===== config.mk =====
export PLATFORM = sky130hd
export DESIGN_NAME = clkdiv_ctl
export DESIGN_NICKNAME = d
export VERILOG_FILES = /design/src/rtl/clkdiv_pkg.sv /design/src/rtl/clkdiv_regs.sv /design/src/rtl/clkdiv_tick.sv /design/src/rtl/clkdiv_ctl.sv
export SDC_FILE = /design/constraint.sdc
export NUM_CORES = 1
export LEC_CHECK = 0
export CAP_MARGIN = 20
export CORE_AREA = 5 5 72 74
export DETAILED_ROUTE_END_ITERATION = 10
export DIE_AREA = 0 0 77 79
export HOLD_SLACK_MARGIN = 0.12
export PLACE_DENSITY = 0.83
export SLEW_MARGIN = 10
export SYNTH_ARGS = -nofsm -noshare
export SYNTH_HDL_FRONTEND = slang
export SYNTH_SLANG_ARGS = --single-unit

===== constraint.sdc =====
create_clock -name clk -period 9.1 [get_ports clk]
set_input_delay 1.82 -clock clk [delete_from_list [all_inputs] [get_ports clk]]
set_output_delay 1.82 -clock clk [all_outputs]
set_load 0.005 [all_outputs]

===== src/rtl/clkdiv_pkg.sv =====
package clkdiv_pkg;

    // Control word fields, most significant first; bit 0 is sys_code[0].
    typedef struct packed {
        logic       recover;
        logic       doze_on;
        logic [2:0] doze_code;
        logic [2:0] osc_code;
        logic [1:0] sys_code;
    } ctl_t;

    localparam int CTL_W          = $bits(ctl_t);
    localparam int OSC_MAX_SHIFT  = 8;
    localparam int CNT_W          = OSC_MAX_SHIFT;
    localparam int SHIFT_W        = $clog2(OSC_MAX_SHIFT + 1);

    localparam ctl_t CTL_RESET = '{
        recover:   1'b0,
        doze_on:   1'b0,
        doze_code: 3'd0,
        osc_code:  3'd1,
        sys_code:  2'd0
    };

    // Postscaler: codes follow powers of two except the top code.
    function automatic logic [SHIFT_W-1:0] osc_shift(input logic [2:0] code);
        if (code == 3'd7) return SHIFT_W'(OSC_MAX_SHIFT);
        return SHIFT_W'(code);
    endfunction

endpackage


===== src/rtl/clkdiv_regs.sv =====
module clkdiv_regs
    import clkdiv_pkg::*;
#(
    parameter int DATA_W = 16
) (
    input  logic              clk,
    input  logic              rst_n,
    input  logic              wr_en,
    input  logic [DATA_W-1:0] wr_data,
    input  logic              usb_on,
    input  logic              irq_evt,
    output ctl_t              ctl_q,
    output logic [DATA_W-1:0] rd_data
);

    localparam int PAD_W = DATA_W - CTL_W;

    ctl_t ctl_d;
    logic unused_hi;

    assign unused_hi = ^wr_data[DATA_W-1:CTL_W];

    always_comb begin
        ctl_d = ctl_q;
        if (wr_en) begin
            ctl_d = ctl_t'(wr_data[CTL_W-1:0]);
            if (usb_on) begin
                ctl_d.sys_code = ctl_q.sys_code;
            end
        end
        // Interrupt recovery takes priority over a same-cycle write.
        if (irq_evt && ctl_q.recover) begin
            ctl_d.doze_on = 1'b0;
        end
    end

    always_ff @(posedge clk or negedge rst_n) begin
        if (!rst_n) ctl_q <= CTL_RESET;
        else        ctl_q <= ctl_d;
    end

    assign rd_data = {{PAD_W{1'b0}}, ctl_q};

    p_usb_hold_r9: assert property (@(posedge clk) disable iff (!rst_n)
        (wr_en && usb_on) |=> (ctl_q.sys_code == $past(ctl_q.sys_code)));

    p_irq_clear_r6: assert property (@(posedge clk) disable iff (!rst_n)
        (irq_evt && ctl_q.recover) |=> !ctl_q.doze_on);

    p_irq_keep_r7: assert property (@(posedge clk) disable iff (!rst_n)
        (irq_evt && !ctl_q.recover && !wr_en) |=> $stable(ctl_q.doze_on));

endmodule


===== src/rtl/clkdiv_tick.sv =====
module clkdiv_tick #(
    parameter int CNT_W     = 8,
    parameter int SHW       = 4,
    parameter int RST_SHIFT = 0
) (
    input  logic           clk,
    input  logic           rst_n,
    input  logic           adv,
    input  logic [SHW-1:0] shift,
    output logic           tick
);

    typedef struct packed {
        logic [CNT_W-1:0] cnt;
        logic [SHW-1:0]   last;
    } st_t;

    st_t st_d, st_q;
    logic [CNT_W:0]   full;
    logic [CNT_W-1:0] mask;
    logic             chg;

    always_comb begin
        full = (CNT_W+1)'(1) << shift;
        mask = CNT_W'(full - 1'b1);
        chg  = (shift != st_q.last);
        tick = adv && ((shift == '0) || (!chg && (st_q.cnt == mask)));

        st_d      = st_q;
        st_d.last = shift;
        if (chg) begin
            st_d.cnt = '0;
        end else if (adv) begin
            st_d.cnt = tick ? '0 : st_q.cnt + 1'b1;
        end
    end

    always_ff @(posedge clk or negedge rst_n) begin
        if (!rst_n) begin
            st_q.cnt  <= '0;
            st_q.last <= SHW'(RST_SHIFT);
        end else begin
            st_q <= st_d;
        end
    end

    // Above divide-by-1, two ticks never fall in adjacent cycles.
    p_tick_gap_r2: assert property (@(posedge clk) disable iff (!rst_n)
        (tick && shift != '0) |=> (!tick || shift == '0));

endmodule


===== src/rtl/clkdiv_ctl.sv =====
module clkdiv_ctl
    import clkdiv_pkg::*;
#(
    parameter int DATA_W = 16
) (
    input  logic              clk,
    input  logic              rst_n,
    input  logic              wr_en,
    input  logic [DATA_W-1:0] wr_data,
    output logic [DATA_W-1:0] rd_data,
    input  logic              irq_evt,
    input  logic              usb_on,
    output logic              osc_tick,
    output logic              sys_tick,
    output logic              cpu_tick
);

    ctl_t             ctl;
    logic [SHIFT_W-1:0] osc_sh, sys_sh, doze_sh;
    logic             doze_tick;

    clkdiv_regs #(.DATA_W(DATA_W)) u_regs (
        .clk     (clk),
        .rst_n   (rst_n),
        .wr_en   (wr_en),
        .wr_data (wr_data),
        .usb_on  (usb_on),
        .irq_evt (irq_evt),
        .ctl_q   (ctl),
        .rd_data (rd_data)
    );

    always_comb begin
        osc_sh  = osc_shift(ctl.osc_code);
        sys_sh  = SHIFT_W'(ctl.sys_code);
        doze_sh = ctl.doze_on ? SHIFT_W'(ctl.doze_code) : '0;
    end

    clkdiv_tick #(.CNT_W(CNT_W), .SHW(SHIFT_W), .RST_SHIFT(1)) u_osc (
        .clk (clk), .rst_n (rst_n), .adv (1'b1), .shift (osc_sh), .tick (osc_tick)
    );

    clkdiv_tick #(.CNT_W(CNT_W), .SHW(SHIFT_W), .RST_SHIFT(0)) u_sys (
        .clk (clk), .rst_n (rst_n), .adv (1'b1), .shift (sys_sh), .tick (sys_tick)
    );

    // Doze counter advances on system ticks only.
    clkdiv_tick #(.CNT_W(CNT_W), .SHW(SHIFT_W), .RST_SHIFT(0)) u_doze (
        .clk (clk), .rst_n (rst_n), .adv (sys_tick), .shift (doze_sh), .tick (doze_tick)
    );

    assign cpu_tick = sys_tick & doze_tick;

    p_cpu_in_sys_r5: assert property (@(posedge clk) disable iff (!rst_n)
        cpu_tick |-> sys_tick);

    p_sys_div1_r12: assert property (@(posedge clk) disable iff (!rst_n)
        (rd_data[1:0] == 2'd0) |-> sys_tick);

endmodule


==> results.cfg <==
[run_status]
outcome = completed

[sta]
fin_skew_ns = 0.0102
finalHoldViolCount = 0
timing.final.ws_setup_ns = 3.79
fmax_mhz = 188
relSlewSlack_pct = 38.9
tightest_slew_ns = 0.917
hold_ws_ns = 0.477
setup_tns_ns = 0
min_period_over_period_pct = 58.4
slew_viol_final = 0
rsz0062_at_grt = no
period_minus_slack_ns = 5.31
setup_viol = 0

[layout]
ff_latch_area_sq_um = 1080
fin_util_pct = 61.5
num_antenna_cells = 0
drive_gt1_share_pct = 7.53
layout.cells.non_filler = 333
syn_to_final_growth_pct = 13.2
final_area_sq_um = 2790
fillers = 382
nets = 303
multi_input_area_sq_um = 1260

[route]
drt_first_iter_violations = 146
ant_nets = 0
viasPerCell = 5.76
dr_total_vias = 1918
drc = 0
routedWlPerCell_um = 13.9
wl_um = 4620
firstDrtPassIters = 4

[floorplan]
start_util_pct = 54.3
ios = 40
rows = 25
die_w_um = 77
fp.dieH_um = 79
core_area_sq_um = 4540
die_area_sq_um = 6080

[setup_path]
required_ns = 7.28
arrival_ns = 3.49
cp_max_fo = 12
crit_chain = o31ai_1 > inv_1 > ha_1 > or3b_1 > a21oi_1 > o21ai_0 > a2111oi_4 > a21oi_1 > nor2_1 > clkdlybuf4s50_1
worst_setup_path_start_kind = register
critPathKind = reg2out
worstSetupEndpointType = primary output
slowest_delay_ns = 0.51
cp_slowest_cell = dfrtp_1
cpMostUsedCell = a21oi_1

[clock_network]
cts_tree = yes
cts_root_buffer = clkbuf_8
post_cts_buffers = 0
ctsResizeCount = 0
cts_sinks = 43
cts_made_buffers = 5
clk_path_buf_depth = 2
cts-htree-levels = 2
postCtsHoldBufs = 0
clk_pin_slew_ns = 0.08
clock_latency_ns = 0.29

[synth]
synthArstFlopShare_pct = 100
synth-seq-cells = 43
synth_warnings = 0
synth.avg_cell_area_sq_um = 9.54
netlist.top_cell.by_area = dfrtp_1
synth-seq-area-share_pct = 43.8
ys.flop_type = dfrtp_1
synth.cell_area_sq_um = 2460
synthTopCellsByArea = dfrtp_1 42%, nor2_1 4.3%, xor2_1 4.3%
yosysUniqueCellTypes = 49
synth_top_area_share_pct = 41.7
synthCells = 258
synth_enable_flop_cells = 0

[power_and_ir_drop]
total_power_uw = 436
leakage_nw = 1.23
p_per_area_nw_per_um2 = 156
ir_worst_vdd_mv = 0.112

[placement]
gp_congestion = 0.852
dp_slack_ns = 4.14
io_buffers = 27
postPlaceCellArea_sq_um = 2710
dpl.hpwl_um = 3280
numPlacedInstances = 325

[global_route]
grt_pass1_vias = 1827
grt_pass1_wl_um = 8420
grt_usage_pct = 16.7
grt.overflow.total = 0
grt_start_max_net_pins = 44
antenna_found_initial = 0

[min_path]
min_path_type = reg2reg

[job]
maxCapViolCount = 0
-- layout by cell type, fill, tap and decap left out, types with 2 or more instances in the layout --
master,n
dfstp_2,2
nand4b_1,3
nand3_1,17
a21boi_0,2
dfrtp_1,41
conb_1,6
a31oi_1,2
nor4_1,2
nor2b_1,8
mux2_2,8
xor2_1,12
nand2_1,11
mux2i_1,2
xnor2_1,11
a22o_1,6
o21ai_0,7
o22ai_1,4
clkbuf_1,2
and3_1,10
clkbuf_8,5
or3_1,2
a21o_1,3
nand3b_1,2
ha_1,4
clkdlybuf4s50_1,26
nor3_1,5
nor2_1,28
nand4_1,2
o31ai_1,4
and2_1,4
a21oi_1,10
inv_1,9
-- power by group --
group / switching [mW] / leakage [nW] / internal (mW)
clock network: 0.0619 / 0.0422 / 0.0539
logic: 0.0467 / 0.624 / 0.0493
registers: 0.0206 / 0.564 / 0.204
-- logic make-up (layout without fill, tap and decap cells) --
kind of cell    after synthesis  count (layout)  share of synthesized area [%]
simple gates                101             101                           21.5
mux                          10              10                           4.47
other cells                   1               6                          0.152
compound gates               48              48                           14.1
buf+inv                      28              44                           5.74
flops                        43              43                           43.8
xor+xnor                     23              23                           8.18
fa+ha+maj                     4               4                           2.03
-- path summary, 6_finish.rpt --
path	start	to	slack [ns]	cells after the start
max	u_regs.ctl_q[6]	cpu_tick	3.79	10
min	u_regs.ctl_q[9]	u_regs.ctl_q[8]	0.48	1
max reg2reg	u_regs.ctl_q[6]	u_doze.st_q[6]	6.17	9
min reg2reg	u_regs.ctl_q[9]	u_regs.ctl_q[8]	0.48	1
max in group asynchronous	rst_n	u_sys.st_q[11]	6.86	1
min in group asynchronous	rst_n	u_doze.st_q[2]	1.67	1
-- sequential cells by signal, summed over array words and instances (netlist names) --
register / count
u_osc.st_q: 12
u_regs.ctl_q: 10
u_sys.st_q: 10
u_doze.st_q: 11
-- synth_stat cells, drive strengths merged, types with 6 or more instances --
| library cell | n |
|---|---|
| nor2b | 8 |
| buf | 13 |
| xor2 | 12 |
| dfrtp | 41 |
| o21ai | 8 |
| a21oi | 10 |
| xnor2 | 11 |
| nor2 | 28 |
| clkbuf | 6 |
| mux2 | 8 |
| and3 | 10 |
| nor3 | 6 |
| nand3 | 17 |
| inv | 9 |
| nand2 | 11 |
| a22o | 6 |
-- critical path: cells and delay by family, from the launching register on --
family	cells	cell delay, ns
AOI/OAI and AO/OA	5	1.35
adders and majority gates	1	0.26
DFF	1	0.51
buffers and inverters	2	0.61
and+or+nand+nor	2	0.46
-- per-layer routing --
metal	track usage, %	share of wire [%]	vias to the layer above
met5	0	0	-
met4	5.50	1.2	0
met3	3.51	4.5	5
met2	26.4	46	43
met1	22.9	48	932
li1	-	-	938
-- cell type report --
type / instances / area share, %
clock buffer: 7 / 2.74
clock inverter: 1 / 0.180
inverter: 9 / 1.21
multi-input combinational: 192 / 45.2
sequential: 43 / 38.7
tap: 54 / 2.42
timing repair buffer: 27 / 9.52
No activity file was read; power rests on OpenSTA's default activity.
